## src/rtl/sar_rd_pkg.sv

```systemverilog
// Shared types for the serial converter reader.
// Assumes nothing beyond IEEE 1800-2017 packages.
package sar_rd_pkg;
    typedef enum logic {
        RD_IDLE = 1'b0,
        RD_BUSY = 1'b1
    } rd_state_t;
endpackage

```

## src/rtl/sar_rd_clkdiv.sv

```systemverilog
// Half-period tick generator for the serial clock.
// Emits a one-cycle tick every HALF system clocks while en is high and
// restarts from zero whenever en is low, so the first tick of a frame
// comes exactly HALF clocks after enable.
module sar_rd_clkdiv #(
    parameter int HALF = 10
) (
    input  logic clk,
    input  logic rst_n,
    input  logic en,
    output logic tick
);
    localparam int CW = (HALF > 1) ? $clog2(HALF) : 1;

    logic [CW-1:0] cnt_q;

    assign tick = en && (cnt_q == CW'(HALF - 1));

    // Count system clocks within one serial half period.
    always_ff @(posedge clk) begin
        if (!rst_n || !en || tick) cnt_q <= '0;
        else                      cnt_q <= cnt_q + 1'b1;
    end
endmodule

```

## src/rtl/sar_rd_pacer.sv

```systemverilog
// Frame launch arbiter.
// Tracks the clocks since the last launch, saturating at the longer of
// the minimum cycle and the auto rate. It holds one start request until
// the block is idle and the minimum cycle has passed. Assumes
// RATE_CLKS and CYCLE_MIN are at least the frame length.
module sar_rd_pacer #(
    parameter int CYCLE_MIN = 500,
    parameter int RATE_CLKS = 600
) (
    input  logic clk,
    input  logic rst_n,
    input  logic start,
    input  logic auto_en,
    input  logic idle,
    output logic launch
);
    localparam int PERIOD = (RATE_CLKS > CYCLE_MIN) ? RATE_CLKS : CYCLE_MIN;
    localparam int PW     = $clog2(PERIOD + 1);

    logic [PW-1:0] since_q;
    logic          pend_q;
    logic          min_ok, rate_ok;

    assign min_ok  = since_q >= PW'(CYCLE_MIN);
    assign rate_ok = since_q >= PW'(RATE_CLKS);
    assign launch  = idle && ((auto_en && rate_ok) || ((start || pend_q) && min_ok));

    // Clocks since the last launch, saturating; after reset a launch is allowed at once.
    always_ff @(posedge clk) begin
        if (!rst_n)                       since_q <= PW'(PERIOD);
        else if (launch)                  since_q <= PW'(1);
        else if (since_q < PW'(PERIOD))   since_q <= since_q + 1'b1;
    end

    // Remember one start that could not launch yet; later pulses merge into it.
    always_ff @(posedge clk) begin
        if (!rst_n)      pend_q <= 1'b0;
        else if (launch) pend_q <= 1'b0;
        else if (start)  pend_q <= 1'b1;
    end
endmodule

```

## src/rtl/sar_rd_capture.sv

```systemverilog
// Payload shifter and result register.
// Shifts sdata in MSB first on the falling edges numbered
// PRE_EDGES+1 .. PRE_EDGES+DATA_W. On the frame's last falling edge it
// loads the word, including any bit shifted on that same edge, into
// the output register with a one-cycle strobe.
module sar_rd_capture #(
    parameter int DATA_W    = 16,
    parameter int PRE_EDGES = 5,
    parameter int EDGE_W    = 5
) (
    input  logic              clk,
    input  logic              rst_n,
    input  logic              fall,
    input  logic [EDGE_W-1:0] fall_idx,
    input  logic              last,
    input  logic              sdata,
    output logic [DATA_W-1:0] data,
    output logic              valid
);
    localparam int FIRST_BIT = PRE_EDGES + 1;
    localparam int LAST_BIT  = PRE_EDGES + DATA_W;

    logic [DATA_W-1:0] shift_q, shift_d;
    logic              take;

    assign take    = fall && (fall_idx >= EDGE_W'(FIRST_BIT)) && (fall_idx <= EDGE_W'(LAST_BIT));
    assign shift_d = take ? {shift_q[DATA_W-2:0], sdata} : shift_q;

    // Accumulate payload bits.
    always_ff @(posedge clk) begin
        if (!rst_n) shift_q <= '0;
        else        shift_q <= shift_d;
    end

    // Publish the word and strobe at the end of the frame.
    always_ff @(posedge clk) begin
        if (!rst_n) begin
            data  <= '0;
            valid <= 1'b0;
        end else begin
            valid <= last;
            if (last) data <= shift_d;
        end
    end
endmodule

```

## src/rtl/sar_frame_reader.sv

```systemverilog
// Host-side reader for a select-framed three-wire serial converter.
// Pulls cs_n low to trigger a sample, toggles sclk every DIV_HALF
// clocks, and ends the frame on the FRAME_CLKS-th falling edge. sdata
// is taken to be stable around the sclk falling edge, so it is sampled
// without a synchroniser. Parameters must satisfy
// FRAME_CLKS >= PRE_EDGES + DATA_W.
module sar_frame_reader
    import sar_rd_pkg::*;
#(
    parameter int DIV_HALF   = 10,
    parameter int FRAME_CLKS = 24,
    parameter int PRE_EDGES  = 5,
    parameter int DATA_W     = 16,
    parameter int CYCLE_MIN  = 500,
    parameter int RATE_CLKS  = 600
) (
    input  logic              clk,
    input  logic              rst_n,
    input  logic              start,
    input  logic              auto_en,
    input  logic              sdata,
    output logic              sclk,
    output logic              cs_n,
    output logic [DATA_W-1:0] data,
    output logic              valid
);
    localparam int EDGE_W = $clog2(FRAME_CLKS + 1);

    rd_state_t         state_q;
    logic              sclk_q, cs_q;
    logic [EDGE_W-1:0] edges_q, fall_idx;
    logic              tick, launch, fall, last, busy;

    assign busy     = (state_q == RD_BUSY);
    assign fall     = busy && tick && sclk_q;
    assign fall_idx = edges_q + 1'b1;
    assign last     = fall && (fall_idx == EDGE_W'(FRAME_CLKS));
    assign sclk     = sclk_q;
    assign cs_n     = cs_q;

    sar_rd_clkdiv #(.HALF(DIV_HALF)) u_div (
        .clk  (clk),
        .rst_n(rst_n),
        .en   (busy),
        .tick (tick)
    );

    sar_rd_pacer #(.CYCLE_MIN(CYCLE_MIN), .RATE_CLKS(RATE_CLKS)) u_pace (
        .clk    (clk),
        .rst_n  (rst_n),
        .start  (start),
        .auto_en(auto_en),
        .idle   (!busy),
        .launch (launch)
    );

    sar_rd_capture #(.DATA_W(DATA_W), .PRE_EDGES(PRE_EDGES), .EDGE_W(EDGE_W)) u_cap (
        .clk     (clk),
        .rst_n   (rst_n),
        .fall    (fall),
        .fall_idx(fall_idx),
        .last    (last),
        .sdata   (sdata),
        .data    (data),
        .valid   (valid)
    );

    // Frame sequencer: select, serial clock phase and falling-edge count.
    always_ff @(posedge clk) begin
        if (!rst_n) begin
            state_q <= RD_IDLE;
            sclk_q  <= 1'b0;
            cs_q    <= 1'b1;
            edges_q <= '0;
        end else begin
            case (state_q)
                RD_IDLE: begin
                    sclk_q <= 1'b0;
                    if (launch) begin
                        state_q <= RD_BUSY;
                        cs_q    <= 1'b0;
                        edges_q <= '0;
                    end
                end
                RD_BUSY: begin
                    if (tick) begin
                        sclk_q <= ~sclk_q;
                        if (sclk_q) edges_q <= fall_idx;
                        if (last) begin
                            state_q <= RD_IDLE;
                            cs_q    <= 1'b1;
                        end
                    end
                end
                default: state_q <= RD_IDLE;
            endcase
        end
    end
endmodule

```

## config.mk

```make
export PLATFORM = sky130hd
export DESIGN_NAME = sar_frame_reader
export DESIGN_NICKNAME = d
export VERILOG_FILES = /design/src/rtl/sar_rd_pkg.sv /design/src/rtl/sar_rd_clkdiv.sv /design/src/rtl/sar_rd_pacer.sv /design/src/rtl/sar_rd_capture.sv /design/src/rtl/sar_frame_reader.sv
export SDC_FILE = /design/constraint.sdc
export NUM_CORES = 1
export LEC_CHECK = 0
export BUFFER_PORTS_ARGS = -buffer_cell sky130_fd_sc_hd__buf_2
export CELL_PAD_IN_SITES_DETAIL_PLACEMENT = 2
export CELL_PAD_IN_SITES_GLOBAL_PLACEMENT = 2
export CORE_ASPECT_RATIO = 0.9
export CORE_MARGIN = 2
export CORE_UTILIZATION = 38
export CTS_CLUSTER_SIZE = 30
export DETAILED_ROUTE_END_ITERATION = 10
export PLACE_DENSITY = 0.88
export SETUP_SLACK_MARGIN = 0.15
export SYNTH_ARGS = -nofsm -noshare
export SYNTH_HDL_FRONTEND = slang
export SYNTH_SLANG_ARGS = --single-unit
```

## constraint.sdc

```tcl
create_clock -name clk -period 2.7 [get_ports clk]
set_input_delay 0.405 -clock clk [delete_from_list [all_inputs] [get_ports clk]]
set_output_delay 0.405 -clock clk [all_outputs]
set_load 0.005 [all_outputs]
```

* After elaboration in Yosys (flattened, before gate mapping) *
Cells that the tools add are included.

operators by class
  reduce and logical (&&, ||, !) cells = 19
  divide/modulo/power cells = 0
  multiply operators = 0
  eq/ne operators = 6
  order comparisons = 5
  $add $sub $neg = 3
  bitwise logic cells = 3
  shift-type cells = 0
  mux-type cells = 17

operator list
  cell                     count
  $mux W10                 2
  $mux W16                 1
  $mux W5                  3
  $add A10 B1 Y10 const B  1
  $ge A10 B10 Y1 const B   1
  $ge A10 B9 Y1 const B    1
  $lt A10 B10 Y1 const B   1
  $pmux W5 S2              1
  $logic_and A1 B1 Y1      9
  $mux W1                  7
  $ne A2 B1 Y1 const B     3
  $pmux W1 S2              3
  $reduce_and A3 Y1        2
  $add A5 B1 Y5 const B    1
  $eq A5 B5 Y1 const B     1
  $ge A5 B3 Y1 const B     1
  $le A5 B5 Y1 const B     1
  $add A4 B1 Y4 const B    1
  $eq A4 B4 Y1 const B     1
  $logic_or A1 B1 Y1       4
  $not A1 Y1               3
  $logic_not A1 Y1         2
  $ne A2 B2 Y1 const B     1
  $reduce_bool A2 Y1       1
  $reduce_or A2 Y1         1

storage, ports and cells
  logic and storage cells = 64
  input port bits = 5
  memories = 0
  bits in latches = 0
  memory bits (read-only) = 0
  output and inout port bits = 19
  RAM bits = 0
  bits in registers = 56

* Logic depth before layout (Yosys ltp) *
  depth after elaboration = 8
  depth in mapped cells = 9
  mapped depth without buffers = 7

* Cells and area by module *
Synthesis repeated with hierarchy kept, for this count alone.

unflattened totals
  cells, all modules = 244
  area, all modules = 2433.6 sq um

by module, submodules not included
  module            cells an instance  times used  area an instance (sq um)  seq. area each (sq um)
  sar_rd_capture    109                1           1181.1                    660.6
  sar_rd_pacer      69                 1           646.9                     220.2
  sar_frame_reader  49                 1           427.9                     160.2
  sar_rd_clkdiv     17                 1           177.7                     80.1

* Least setup slack after synthesis *
No wires, ideal clock.

  path kind = reg-to-reg
  start = register edges_q[0]
  end = register u_cap.data[15]
  stages on the path, launching flop included = 10
  clock period less this slack = 2.002 ns
  setup slack = 0.698 ns
  path buffers = 3
  required time = 2.583 ns
  library setup time = 0.117 ns
  arrival = 1.885 ns
  path through = dfxtp_1 -> ha_1 -> buf_4 -> nand3_1 -> xnor2_2 -> o2111ai_1 -> and2_1 -> buf_6 -> buf_6 -> a22o_1

on the way
  longest elaborated chain between the ends = 5
  elaborated cells between the ends (all ways) = 8
  those cells by class = add/sub (1); order compare (2); eq/ne (1); mux (1); reduce/logical (3)

ends and longest elaborated chain
  what                               line                    source
  start: declaration                 sar_frame_reader.sv:31  logic [EDGE_W-1:0] edges_q, fall_idx;
  start signal: assignment           sar_frame_reader.sv:88  if (sclk_q) edges_q <= fall_idx;
  $add A5 B1 Y5 (*)                  sar_frame_reader.sv:36  assign fall_idx = edges_q + 1'b1;
  $ge A5 B3 Y1                       sar_rd_capture.sv:26    assign take = fall && (fall_idx >= EDGE_W'(FIRST_BIT)) && (fall_idx <= EDGE_W'(LAST_BIT));
  $logic_and A1 B1 Y1 (2 in series)  sar_rd_capture.sv:26
  $mux W16                           sar_rd_capture.sv:27    assign shift_d = take ? {shift_q[DATA_W-2:0], sdata} : shift_q;
  end signal: assignment             sar_rd_capture.sv:42    if (last) data <= shift_d;
  end: declaration                   sar_rd_capture.sv:17    output logic [DATA_W-1:0] data,

Every way passes the cells marked *; elsewhere a longest branch is shown, timed or not.
A chain may end at the register's enable or synchronous reset.

* Worst setup path in the final report *
Ends and elaborated chain as after synthesis.

==> flow_summary.ini <==
[run_status]
outcome = complete, no violations

[floorplanning]
die_y_microns = 82.9
start_util_pct = 39.7
fp.dieW_microns = 91.7
coreArea_sq_mm = 0.00662
die_area_sq_mm = 0.00760
ios = 24
rows = 28

[setup_path]
crit_slowest_cell = dfxtp_1
cp-start-kind = flip-flop
critPathKind = flip-flop to flip-flop
cp_slowest_stage_delay_ps = 500
reg2reg_depth = 6
reg2reg_slack_ps = 390
worstPathCellList = ha_2, nand3_1, xnor2_2, o2111ai_1, and2_2, a22o_1
path_max_fanout = 17
endpoint = u_cap.data[15]
critPathLaunch = edges_q[0]
worstPathRequired_ps = 2920
crit_path_end_kind = flip-flop
reg2reg_from = edges_q[0]
r2r_end = u_cap.data[15]
cp.arrival_ps = 2530

[yosys]
synth-seq-cells = 56
synth_top_family_by_area = compound AO/OA/AOI/OAI gates
synthSimpleGateAreaFrac_pct = 13.2
synth_seq_area_share_pct = 42.6
ys.flop_type = dfxtp_1
syn_nets = 267
synth_edf_count = 0
ys_async_sr_fraction_pct = 0
synthAdderAreaFrac_pct = 3.81
synth_xor_area_share_pct = 5.28
syn_area_sq_mm = 0.00263
netlist_instances = 254
synth_mux_area_share_pct = 0.381
synth.distinct_cells = 49
synth_compound_area_share_pct = 28.9
avgSynthCellArea_sq_um = 10.3
synth_warnings = 0

[placement]
numPortBuffers = 23
hpwl_microns = 4520
gp_congestion = 0.774
dpl_worst_slack_ps = 179
place_inst = 354

[timing]
fin_tns_setup_ps = 0
fin_crit_sh_pct = 85.6
hold_violations = 0
timing.slew.headroom_pct = 56.0
finalCriticalPeriod_ps = 2310
tightest_slew_ps = 659
rsz0062_at_grt = no
finClkSkew_ps = 11.9
fmax_ghz = 0.433
finalWorstSetupSlack_ps = 390
finalSetupViolCount = 0
finalMaxSlewViolations = 0

[hold_path]
hold_depth = 3
hp-class = input port to flip-flop

[route]
drt_wl_total_microns = 6560
wl_per_cell_microns = 18.1
dr.pass1.iters = 4
drt_iter0_markers = 86
vias = 2048
postRouteAntennaNets = 0
drc_errors = 0
vias_per_cell = 5.66

[clock_network]
cts_buffers = 5
cts_buffer_depth = 2
cts-root-buf = clkbuf_8
htree_num_levels = 2
clkLatencyLatePin_ps = 330
clkTransAtPathRegs_ps = 110
post_cts_buffers = 0
clock-sinks = 56
cts_tree = yes

[global_routing]
grt_max_degree = 23
grt_pass1_vias = 2241
grt_usage_pct = 18.4
grt_pass1_wl_microns = 11300
overflow = 0
antenna_found_initial = 0

[layout]
drive_above_1_share_pct = 24.3
final_cell_mix = 56 x dfxtp_1, 25 x a21oi_1, 23 x buf_2
syn_to_final_growth_pct = 9.28
fill_cells = 728
diodes = 0
final_common_cell = dfxtp_1
finalNetCount = 284
final_cells = 362

[power_and_ir_drop]
ir_drop_v = 0.000241
leakagePower_nw = 1.02
p_total_mw = 1.57
power.density_mw_per_mm2 = 548

[run]
cap_violations = 0
[layer usage]
layer | track usage [%] | part of all wire [%] | up-vias
li1 | - | - | 982
met1 | 23.1 | 45 | 1029
met2 | 31.5 | 50 | 28
met3 | 3.54 | 2.7 | 9
met4 | 6.34 | 1.5 | 0
met5 | 0 | 0 | -
[flip-flops by register name (all words and copies together), names as in the netlist]
signal / cells
u_cap.data: 16
u_cap.shift_q: 16
u_pace.since_q: 10
edges_q: 5
u_div.cnt_q: 4
busy: 1
cs_n: 1
sclk: 1
u_cap.valid: 1
u_pace.pend_q: 1
[metrics by stage]
stage | hold WS [ps] | util, % | instance area [sq um]
floorplan | 434 | - | 2630
global placement | 450 | 41.8 | 2770
detailed placement | 463 | 41.8 | 2770
CTS | 334 | 43.3 | 2870
global route | 335 | 43.4 | 2870
finish | 336 | 43.4 | 2870
[area by class of cell]
| cell class | instances | area, sq um | area share (%) |
|---|---|---|---|
| clock inverters | 3 | 26.3 | 0.915 |
| clock buffers | 5 | 68.8 | 2.40 |
| well taps | 90 | 113 | 3.92 |
| multi-input cells | 173 | 1370 | 47.5 |
| flip-flops and latches | 56 | 1120 | 39.0 |
| repair buffers | 28 | 153 | 5.31 |
| inverters | 7 | 26.3 | 0.915 |
[kinds of logic (layout without fill, tap and decap cells)]
kind of cell	count (synthesis)	count (layout)
AO/OA/AOI/OAI	89	89
adder cells (fa/ha/maj)	8	8
flip-flops	56	56
XOR/XNOR	15	15
multiplexers	1	1
buffers and inverters	25	43
AND/OR/NAND/NOR	60	60
[repair_timing]
item | 4_1_cts | 5_1_grt
gates resized for setup | 1 | 2
hold buffers | 0 | 0
endpoints found under the setup margin | 1 | 32
[power by group]
part	internal, mW	total, mW	leakage [nW]	switching, mW
clock	0.190	0.505	0.0423	0.316
sequential	0.854	0.892	0.453	0.0388
combinational	0.0663	0.177	0.523	0.111
[worst max-delay path: cells and delay by family, from the launching register on]
kind | cells | cell delay (ps)
XOR/XNOR | 1 | 280
adder cells (fa/ha/maj) | 1 | 360
flip-flops | 1 | 500
AO/OA/AOI/OAI | 2 | 530
AND/OR/NAND/NOR | 2 | 520
[how the worst min path moves through the flow]
stage | from | endpoint | slack, ps
2_1_floorplan | u_div.cnt_q[0] | u_div.cnt_q[0] | 430
3_5_place_dp | u_cap.data[10] | u_cap.data[10] | 460
6_report | sdata | u_cap.shift_q[0] | 340
5_1_grt | sdata | u_cap.shift_q[0] | 330
3_3_place_gp | cs_n | cs_n | 450
4_1_cts | sdata | u_cap.shift_q[0] | 330
[cell usage after synthesis, types with 2 or more instances]
| cell type | number | area, sq um |
|---|---|---|
| a2111oi_4 | 2 | 55.1 |
| a211oi_1 | 2 | 15.0 |
| a21o_1 | 2 | 15.0 |
| a21oi_1 | 25 | 125 |
| a22o_1 | 16 | 140 |
| and2_1 | 2 | 12.5 |
| and3_1 | 2 | 12.5 |
| buf_2 | 3 | 15.0 |
| buf_4 | 4 | 30.0 |
| buf_6 | 5 | 56.3 |
| clkbuf_1 | 6 | 22.5 |
| dfxtp_1 | 56 | 1120 |
| ha_1 | 8 | 100 |
| inv_1 | 6 | 22.5 |
| nand2_1 | 10 | 37.5 |
| nand3_1 | 7 | 35.0 |
| nand3b_1 | 2 | 15.0 |
| nand4_1 | 17 | 106 |
| nor2_1 | 8 | 30.0 |
| nor3_1 | 2 | 10.0 |
| nor3_2 | 5 | 50.1 |
| o211ai_1 | 4 | 30.0 |
| o21a_1 | 3 | 22.5 |
| o21ai_1 | 6 | 30.0 |
| o31ai_1 | 6 | 45.0 |
| o31ai_2 | 10 | 125 |
| xnor2_1 | 11 | 96.3 |
| xor2_1 | 3 | 26.3 |
(Power assumes the default switching activity.)
